===== src/rtl/rst_pkg.sv =====
`timescale 1ns/1ps
package rst_pkg;

    // Life cycle of one architectural register's rename status.
    typedef enum logic {
        SLOT_COMMITTED = 1'b0,
        SLOT_PENDING   = 1'b1
    } slot_state_e;

    // Number of source operands resolved per issue.
    localparam int unsigned NUM_SRC_PORTS = 2;

endpackage


===== src/rtl/rst_reg_slot.sv =====
`timescale 1ns/1ps
module rst_reg_slot
    import rst_pkg::*;
#(
    parameter int unsigned TAG_W  = 4,
    parameter int unsigned DATA_W = 32
) (
    input  logic              clk,
    input  logic              rst_n,
    input  logic              flush,
    input  logic              rename_hit,
    input  logic [TAG_W-1:0]  new_tag,
    input  logic              retire_hit,
    input  logic [TAG_W-1:0]  cmt_tag,
    input  logic [DATA_W-1:0] cmt_value,
    output logic              busy_o,
    output logic [TAG_W-1:0]  tag_o,
    output logic [DATA_W-1:0] value_o
);

    slot_state_e       state_q, state_d;
    logic [TAG_W-1:0]  tag_q, tag_d;
    logic [DATA_W-1:0] value_q;

    // Next-state selection: flush over rerename over retire.
    always_comb begin
        state_d = state_q;
        tag_d   = tag_q;
        unique case (state_q)
            SLOT_COMMITTED: begin
                if (rename_hit && !flush) begin      // RENAME
                    state_d = SLOT_PENDING;
                    tag_d   = new_tag;
                end
            end
            SLOT_PENDING: begin
                if (flush) begin                     // FLUSH
                    state_d = SLOT_COMMITTED;
                    tag_d   = '0;
                end else if (rename_hit) begin       // RERENAME
                    tag_d   = new_tag;
                end else if (retire_hit && (cmt_tag == tag_q)) begin // RETIRE
                    state_d = SLOT_COMMITTED;
                    tag_d   = '0;
                end
            end
            default: begin
                state_d = SLOT_COMMITTED;
                tag_d   = '0;
            end
        endcase
    end

    // State and tag register.
    always_ff @(posedge clk) begin
        if (!rst_n) begin
            state_q <= SLOT_COMMITTED;
            tag_q   <= '0;
        end else begin
            state_q <= state_d;
            tag_q   <= tag_d;
        end
    end

    // Committed value: every retirement lands, matched or not.
    always_ff @(posedge clk) begin
        if (!rst_n) begin
            value_q <= '0;
        end else if (retire_hit) begin
            value_q <= cmt_value;
        end
    end

    // Outputs.
    always_comb begin
        busy_o  = (state_q == SLOT_PENDING);
        tag_o   = tag_q;
        value_o = value_q;
    end

    a_r5_rename_sets_pending: assert property (@(posedge clk) disable iff (!rst_n)
        (rename_hit && !flush) |=> (busy_o && tag_o == $past(new_tag)));

    a_r6_stale_commit_keeps_pending: assert property (@(posedge clk) disable iff (!rst_n)
        (busy_o && retire_hit && !flush && cmt_tag != tag_o) |=> busy_o);

    a_r6_commit_value_lands: assert property (@(posedge clk) disable iff (!rst_n)
        retire_hit |=> (value_o == $past(cmt_value)));

    a_r8_flush_empties_slot: assert property (@(posedge clk) disable iff (!rst_n)
        flush |=> (!busy_o && tag_o == '0));

endmodule


===== src/rtl/rst_operand_lookup.sv =====
`timescale 1ns/1ps
module rst_operand_lookup #(
    parameter int unsigned TAG_W  = 4,
    parameter int unsigned DATA_W = 32
) (
    input  logic              src_busy,
    input  logic [TAG_W-1:0]  src_tag,
    input  logic [DATA_W-1:0] src_value,
    input  logic              rob_ready,
    input  logic [DATA_W-1:0] rob_value,
    output logic              op_ready,
    output logic [DATA_W-1:0] op_value,
    output logic [TAG_W-1:0]  op_tag
);

    // Three outcomes: committed value, forwarded value, pending tag.
    always_comb begin
        op_ready = 1'b1;
        op_value = src_value;
        op_tag   = '0;
        if (src_busy) begin
            if (rob_ready) begin
                op_value = rob_value;
            end else begin
                op_ready = 1'b0;
                op_value = '0;
                op_tag   = src_tag;
            end
        end
    end

endmodule


===== src/rtl/rename_status_table.sv =====
`timescale 1ns/1ps
module rename_status_table
    import rst_pkg::*;
#(
    parameter int unsigned NUM_REGS = 32,
    parameter int unsigned TAG_W    = 4,
    parameter int unsigned DATA_W   = 32,
    localparam int unsigned REG_IDX_W = (NUM_REGS > 1) ? $clog2(NUM_REGS) : 1
) (
    input  logic                 clk,
    input  logic                 rst_n,
    input  logic                 iss_valid,
    input  logic [REG_IDX_W-1:0] iss_src_a,
    input  logic [REG_IDX_W-1:0] iss_src_b,
    input  logic [REG_IDX_W-1:0] iss_dst,
    input  logic [TAG_W-1:0]     iss_tag,
    input  logic                 cmt_valid,
    input  logic [REG_IDX_W-1:0] cmt_dst,
    input  logic [TAG_W-1:0]     cmt_tag,
    input  logic [DATA_W-1:0]    cmt_value,
    input  logic                 flush,
    output logic [TAG_W-1:0]     rob_tag_a,
    input  logic                 rob_ready_a,
    input  logic [DATA_W-1:0]    rob_value_a,
    output logic [TAG_W-1:0]     rob_tag_b,
    input  logic                 rob_ready_b,
    input  logic [DATA_W-1:0]    rob_value_b,
    output logic                 opa_ready,
    output logic [DATA_W-1:0]    opa_value,
    output logic [TAG_W-1:0]     opa_tag,
    output logic                 opb_ready,
    output logic [DATA_W-1:0]    opb_value,
    output logic [TAG_W-1:0]     opb_tag
);

    logic              slot_busy  [NUM_REGS];
    logic [TAG_W-1:0]  slot_tag   [NUM_REGS];
    logic [DATA_W-1:0] slot_value [NUM_REGS];

    // One status machine per architectural register.
    for (genvar r = 0; r < NUM_REGS; r++) begin : g_slot
        logic rename_hit;
        logic retire_hit;
        assign rename_hit = iss_valid && (iss_dst == REG_IDX_W'(r));
        assign retire_hit = cmt_valid && (cmt_dst == REG_IDX_W'(r));

        rst_reg_slot #(
            .TAG_W  (TAG_W),
            .DATA_W (DATA_W)
        ) slot_i (
            .clk        (clk),
            .rst_n      (rst_n),
            .flush      (flush),
            .rename_hit (rename_hit),
            .new_tag    (iss_tag),
            .retire_hit (retire_hit),
            .cmt_tag    (cmt_tag),
            .cmt_value  (cmt_value),
            .busy_o     (slot_busy[r]),
            .tag_o      (slot_tag[r]),
            .value_o    (slot_value[r])
        );
    end

    // Per-port views of the source operands.
    logic [REG_IDX_W-1:0] src_idx   [NUM_SRC_PORTS];
    logic                 rob_rdy   [NUM_SRC_PORTS];
    logic [DATA_W-1:0]    rob_val   [NUM_SRC_PORTS];
    logic                 op_rdy    [NUM_SRC_PORTS];
    logic [DATA_W-1:0]    op_val    [NUM_SRC_PORTS];
    logic [TAG_W-1:0]     op_tg     [NUM_SRC_PORTS];
    logic [TAG_W-1:0]     rd_tag    [NUM_SRC_PORTS];

    assign src_idx[0] = iss_src_a;
    assign src_idx[1] = iss_src_b;
    assign rob_rdy[0] = rob_ready_a;
    assign rob_rdy[1] = rob_ready_b;
    assign rob_val[0] = rob_value_a;
    assign rob_val[1] = rob_value_b;

    for (genvar p = 0; p < NUM_SRC_PORTS; p++) begin : g_port
        assign rd_tag[p] = slot_tag[src_idx[p]];

        rst_operand_lookup #(
            .TAG_W  (TAG_W),
            .DATA_W (DATA_W)
        ) lookup_i (
            .src_busy  (slot_busy[src_idx[p]]),
            .src_tag   (slot_tag[src_idx[p]]),
            .src_value (slot_value[src_idx[p]]),
            .rob_ready (rob_rdy[p]),
            .rob_value (rob_val[p]),
            .op_ready  (op_rdy[p]),
            .op_value  (op_val[p]),
            .op_tag    (op_tg[p])
        );
    end

    assign rob_tag_a = rd_tag[0];
    assign rob_tag_b = rd_tag[1];
    assign opa_ready = op_rdy[0];
    assign opa_value = op_val[0];
    assign opa_tag   = op_tg[0];
    assign opb_ready = op_rdy[1];
    assign opb_value = op_val[1];
    assign opb_tag   = op_tg[1];

    a_r4_pending_carries_no_value: assert property (@(posedge clk) disable iff (!rst_n)
        (!opa_ready |-> opa_value == '0) and (!opb_ready |-> opb_value == '0));

    a_r10_pending_tag_is_read_address: assert property (@(posedge clk) disable iff (!rst_n)
        (!opa_ready |-> opa_tag == rob_tag_a) and (!opb_ready |-> opb_tag == rob_tag_b));

endmodule


===== config.mk =====
export PLATFORM = sky130hd
export DESIGN_NAME = rename_status_table
export DESIGN_NICKNAME = d
export VERILOG_FILES = /design/src/rtl/rst_pkg.sv /design/src/rtl/rst_reg_slot.sv /design/src/rtl/rst_operand_lookup.sv /design/src/rtl/rename_status_table.sv
export SDC_FILE = /design/constraint.sdc
export NUM_CORES = 2
export LEC_CHECK = 0
export ABC_AREA = 0
export BUFFER_PORTS_ARGS = -buffer_cell sky130_fd_sc_hd__buf_4
export CORE_MARGIN = 1.5
export CORE_UTILIZATION = 68
export CTS_CLUSTER_SIZE = 30
export DETAILED_ROUTE_END_ITERATION = 10
export GPL_TIMING_DRIVEN = 0
export PLACE_DENSITY_LB_ADDON = 0.12
export SETUP_SLACK_MARGIN = 0.4
export SYNTH_ARGS = -nofsm -noshare
export SYNTH_HDL_FRONTEND = slang
export SYNTH_HIERARCHICAL = 1
export SYNTH_SLANG_ARGS = --single-unit

===== constraint.sdc =====
create_clock -name clk -period 6.3 [get_ports clk]
set_input_delay 1.26 -clock clk [delete_from_list [all_inputs] [get_ports clk]]
set_output_delay 1.26 -clock clk [all_outputs]
set_load 0.01 [all_outputs]

Word-level counts from Yosys, hierarchy flattened
Cells that the tools add are included.
{ "word_totals": {"regBits": 1184} }
{ "op_classes": {"n_eq_ne": 158, "muxes": 350, "n_bitwise": 34, "n_lt_le_gt_ge": 2, "reduce_logical": 163} }
{ "ops": {"columns": ["cell", "count"], "rows": [
  ["4-bit 2-to-1 mux", 136],
  ["32-bit binary-select mux with 5-bit select", 2],
  ["32-bit 2-to-1 mux", 8],
  ["4-bit one-hot mux with 2 select lines", 32],
  ["5-bit equality test (second input constant)", 32],
  ["1-bit 2-to-1 mux", 136],
  ["4-bit equality test", 32],
  ["1-bit logical AND", 128],
  ["4-bit by 3-bit inequality test with 1-bit output (second input constant)", 32],
  ["5-bit by 4-bit equality test with 1-bit output (second input constant)", 16],
  ["2-bit by 1-bit inequality test with 1-bit output (second input constant)", 32],
  ["1-bit one-hot mux with 2 select lines", 32],
  ["2-bit AND reduction", 32],
  ["4-bit binary-select mux with 5-bit select", 2],
  ["5-bit by 3-bit equality test with 1-bit output (second input constant)", 8],
  ["1-bit inverter", 32],
  ["5-bit by 2-bit equality test with 1-bit output (second input constant)", 4],
  ["6-bit >= comparator (second input constant)", 2],
  ["5-bit inverter with 6-bit output", 2],
  ["1-bit binary-select mux with 5-bit select", 2],
  ["5-bit by 1-bit equality test with 1-bit output (second input constant)", 2],
  ["5-bit logical NOT", 2],
  ["1-bit logical NOT", 1]
]} }

Depth between registers and ports, before layout
{ "depth": {"ltp_word": 7, "mapped_depth": 11} }

Hierarchy
The synthesis kept the hierarchy.
{ "by_module_without_submodules": {"columns": ["module", "cells_per_inst", "instances", "seq_area_each_um2", "area_per_inst_um2"], "rows": [
  ["rst_reg_slot", 135, 32, 740.7, 1428.9],
  ["rename_status_table", 2782, 1, 0.0, 21130.3],
  ["rst_operand_lookup", 50, 2, 0.0, 449.2]
]} }

Worst setup path after synthesis
OpenSTA, ideal clock, no wires.
{ "synth_timing": {"kind": "input to output", "startpoint": "in iss_src_b[1]", "endpoint": "out opb_value[1]", "t_arrival_ps": 3023, "t_required_ps": 5040, "n_path_buf": 5, "slack_ps": 2017, "path_stages": 11, "path_cell_list": "buf_4 -> buf_6 -> buf_6 -> buf_8 -> mux2i_1 -> a22oi_1 -> a31oi_1 -> nand3_1 -> and2_4 -> buf_8 -> a22o_2"} }
{ "synth_via": {"elab_chain_cells": 5, "elab_cells_between_ends": 8, "cone_classes": "7 x mux; 1 x bitwise"} }
{ "synth_lines": {"columns": ["element", "line", "source"], "rows": [
  ["from (decl)", "rename_status_table.sv:14", "input logic [REG_IDX_W-1:0] iss_src_b,"],
  ["5-bit inverter with 6-bit output (implied by the code) (*)", "rename_status_table.sv:88, rename_status_table.sv:90", null],
  ["32-bit binary-select mux with 5-bit select or 1-bit binary-select mux with 5-bit select (tied branches)", "rename_status_table.sv:90, rename_status_table.sv:88", null],
  ["32-bit 2-to-1 mux (implied by the code) or 1-bit 2-to-1 mux (tied branches) (2 in a row)", "rename_status_table.sv:90, rename_status_table.sv:88", null],
  ["32-bit 2-to-1 mux (*)", "rst_operand_lookup.sv:21", "if (src_busy) begin"],
  ["to (decl)", "rename_status_table.sv:32", "output logic [DATA_W-1:0] opb_value,"]
]} }
Every way passes the cells marked *; elsewhere a longest branch is shown, timed or not. The select of a mux whose other input is x is not followed.

Final worst setup path
{ "layout_timing": {"startpoint": "in iss_src_a[2]", "endpoint": "out opa_value[22]"} }
{ "layout_via": {"elab_chain_cells": 5, "elab_cells_between_ends": 8, "cone_classes": "7 x mux; 1 x bitwise"} }
{ "layout_lines": {"columns": ["element", "line", "source"], "rows": [
  ["from (decl)", "rename_status_table.sv:13", "input logic [REG_IDX_W-1:0] iss_src_a,"],
  ["5-bit inverter with 6-bit output (implied by the code) (*)", "rename_status_table.sv:88, rename_status_table.sv:90", null],
  ["32-bit binary-select mux with 5-bit select or 1-bit binary-select mux with 5-bit select (tied branches)", "rename_status_table.sv:90, rename_status_table.sv:88", null],
  ["32-bit 2-to-1 mux (implied by the code) or 1-bit 2-to-1 mux (tied branches) (2 in a row)", "rename_status_table.sv:90, rename_status_table.sv:88", null],
  ["32-bit 2-to-1 mux (*)", "rst_operand_lookup.sv:21", null],
  ["to (decl)", "rename_status_table.sv:29", "output logic [DATA_W-1:0] opa_value,"]
]} }
Marked as above.

==> results by group <==
Final layout
  • Post-layout nets: 7,671
  • Share of cells above drive strength 1: 0.123
  • Fill count: 7,195
  • Final cell count without fillers: 8,925
  • Area delta synth->final: 11.0%

Detailed routing
  • Avg Vias per Cell: 6.74
  • Post-Route WL: 251,000 um
  • Vias: 60.1k
  • Routed length per placed instance: 28.1 um
  • DRC: 0
  • Routed Antenna Nets: 0
  • Iteration count of the initial detailed-routing pass: 8
  • First-iteration detailed-routing DRC count: 7,492

CTS
  • CTS tree: built
  • Root Buffer: clkbuf_16
  • Num CTS Buffers: 130
  • # clock sinks: 1,184
  • Clock Latency Late Sink: 0.76 ns
  • H-tree levels: 4
  • Worst-path clk slew: 0.06 ns
  • Postcts setup bufs: 0
  • Clock Path Buffers: 3

Synth
  • Avg Cell Area, Syn: 9.41 sq um
  • Post-Syn Nets: 7,333
  • Largest cells by area after synthesis: dfxtp_1, mux2i_1, nor2_1
  • Synth top area share: 0.350
  • Cell taking the most area after synthesis: dfxtp_1
  • Yosys warning total: 6
  • Synth Instances: 7,202
  • Synth unique cells: 38
  • Register area share after synthesis: 0.350
  • Yosys reg bits: 1,184
  • Synthesized cell area: 67,800 sq um

Place
  • Placed insts: 8,695
  • RePlAce Congestion: 1.05
  • Placed wire-length estimate: 186,000 um
  • IO buf count: 206

Setup path
  • WP buf/inv: 6
  • Startpoint Class: input port
  • CP Max Fanout: 10
  • WS Path Type: input port to output pin
  • CP arrival: 4.75 ns
  • CP top delay family: buffers and inverters
  • Worst path slowest cell: buf_2
  • Crit path cell chain: buf_4 > and2b_1 > buf_4 > buf_2 > clkbuf_2 > nand2_1 > nand3_1 > nand3_2 > and2_4 > buf_8 > a22o_2 > buf_4
  • Worst path depth: 12
  • Worst Setup End Kind: output pin
  • R2R cell count: 4
  • Worst Path Required: 5.04 ns
  • Most frequent cell on the critical path: buf_4
  • Worst stage delay on the critical path: 0.57 ns

Floorplan
  • Die width: 319 um
  • Die ar.: 102,000 sq um
  • Core Footprint: 98,600 sq um
  • # IOs: 213
  • Std cell rows: 115
  • Die height: 319 um
  • Starting density of the core: 0.687

Timing
  • Fin crit period: 6.01 ns
  • TNS Setup: 0 ns
  • Final Hold Viols: 0
  • Worst Skew: 0.0178 ns
  • Max Transition Viols Final: 0
  • RSZ-0062 raised after global routing: yes
  • Final Cycle Share: 0.953
  • Setup violators final: 0
  • Worst slew margin: 0.104
  • Worst-Margin Slew: 1.34 ns
  • Fmax achieved: 166 MHz

Power and ir drop
  • Static leakage: 29.0 nW
  • Worst VDD drop: 0.239 mV
  • Power per cell area: 237 nW/um^2

Global routing
  • GRT Residual Overflow: 0
  • Maximum number of pins on one net before global-route repair: 97
  • Antenna violations before repair: 17
  • First-pass GRT wire length: 364,000 um
  • Vias in the first global route: 57.4k
  • Met3 Track Usage GR: 0.123
  • Routing usage on met2: 0.701
  • Met1 Resource Use GR: 0.600
  • Busiest grt layer: met2
  • GRT Util Overall: 0.473

Min path
  • Hold Crit Class: register to register
  • Hold path cells: 2

Run
  • Number of max-cap violations: 0

Status
  • Status: complete, no violations
## final timing paths
kind,from,to,slack (ns)
min reg2reg,g_slot[24].slot_i/value_o[2],g_slot[24].slot_i/value_o[2],0.52
max,iss_src_a[2],opa_value[22],0.29
min,g_slot[24].slot_i/value_o[2],g_slot[24].slot_i/value_o[2],0.52
max reg2reg,g_slot[15].slot_i/tag_o[2],g_slot[15].slot_i/tag_o[3],4.91
## metal layers
layer	wire (um)	vias to the layer above
met5	183	-
met4	20000	13
met3	29000	923
met2	105000	3911
met1	96100	28800
li1	-	26500
## worst register-to-register path: cells and delay by family (launching register included)
family | cells | cell delay (ns)
and+or+nand+nor | 1 | 0.32
DFF | 1 | 0.45
AOI/OAI and AO/OA | 2 | 0.35
xor gates and xnor gates | 1 | 0.14
## state kept, by name, summed over array words and instances (netlist names)
signal	count
g_slot.slot_i/tag_o	128
g_slot.slot_i/busy_o	32
g_slot.slot_i/value_o	1024
## timing repair
item / CTS / global route
resized for setup: 4 / 4
endpoints found under the hold margin: 0 / 0
setup endpoints to repair: 69 / 49
hold buffers: 0 / 0
## area by class of cell
class / count / area (sq um) / share of cell area
timing repair buffer: 206 / 1550 / 0.0206
multi-input combinational: 5378 / 40400 / 0.536
sequential: 1184 / 23700 / 0.315
clock inverter: 41 / 518 / 0.00689
antenna: 8 / 20.0 / 0.000266
inverter: 40 / 150 / 0.00200
buffer: 600 / 3570 / 0.0474
clock buffer: 181 / 3760 / 0.0500
tap: 1287 / 1610 / 0.0214
## cells in the mapped netlist (all sizes together)
library cell  number
nand4b             4
dfxtp           1184
and2              12
nand2b            14
a2111oi           32
a22oi            222
inv               40
nor3b            128
nor3             122
and2b              6
o2bb2ai          128
or2                2
mux2i           2208
o21ai              4
nand3            230
nor2b             34
a31oi            106
a22o             208
a21oi            350
nand3b             2
buf              511
or3               32
nand4              2
nor2            1142
nand2            262
xor2              96
clkbuf            89
xnor2             32
## cells by family (layout without fill, tap and decap cells)
| kind of cell | Yosys count | in the layout | share of synthesized area |
|---|---|---|---|
| mux | 2208 | 2208 | 0.326 |
| simple gates | 1992 | 1992 | 0.134 |
| flops | 1184 | 1184 | 0.350 |
| compound gates | 1050 | 1050 | 0.119 |
| buf+inv | 640 | 1068 | 0.0547 |
| xor+xnor | 128 | 128 | 0.0165 |
| other cells | 0 | 8 | 0 |
## metrics by stage
step / utilization / cell area (sq um) / hold WS, ns / worst slack, ns / total power [W]
floorplan: - / 67800 / 0.481 / 2.02 / 0.00908
global placement: 0.719 / 70900 / 0.493 / 0.0310 / 0.0100
detailed placement: 0.719 / 70900 / 0.501 / 0.0363 / 0.0101
CTS: 0.763 / 75200 / 0.516 / 0.441 / 0.0177
global route: 0.763 / 75200 / 0.532 / 0.394 / 0.0182
finish: 0.763 / 75200 / 0.516 / 0.293 / 0.0178
## where the power goes
part / internal [W] / total (W) / switching (W)
clock network: 0.00451 / 0.00777 / 0.00326
registers: 0.00754 / 0.00760 / 0.0000546
logic: 0.000812 / 0.00245 / 0.00163
total: 0.0129 / 0.0178 / 0.00495
## layout by cell type, fill, tap and decap left out, types with 34 or more instances in the layout
| master | instances |
|---|---|
| buf_6 | 56 |
| nor2b_1 | 34 |
| a22oi_1 | 222 |
| xor2_1 | 96 |
| buf_2 | 157 |
| a22o_1 | 160 |
| o2bb2ai_1 | 128 |
| nor3_1 | 90 |
| buf_4 | 356 |
| nand3_1 | 228 |
| buf_1 | 135 |
| dfxtp_1 | 1184 |
| clkbuf_16 | 134 |
| nor2_1 | 1142 |
| a22o_2 | 48 |
| inv_1 | 38 |
| a31oi_1 | 74 |
| nor3b_1 | 128 |
| clkbuf_1 | 111 |
| a21oi_1 | 350 |
| nand2_1 | 262 |
| mux2i_1 | 2208 |
(Power assumes the default switching activity.)
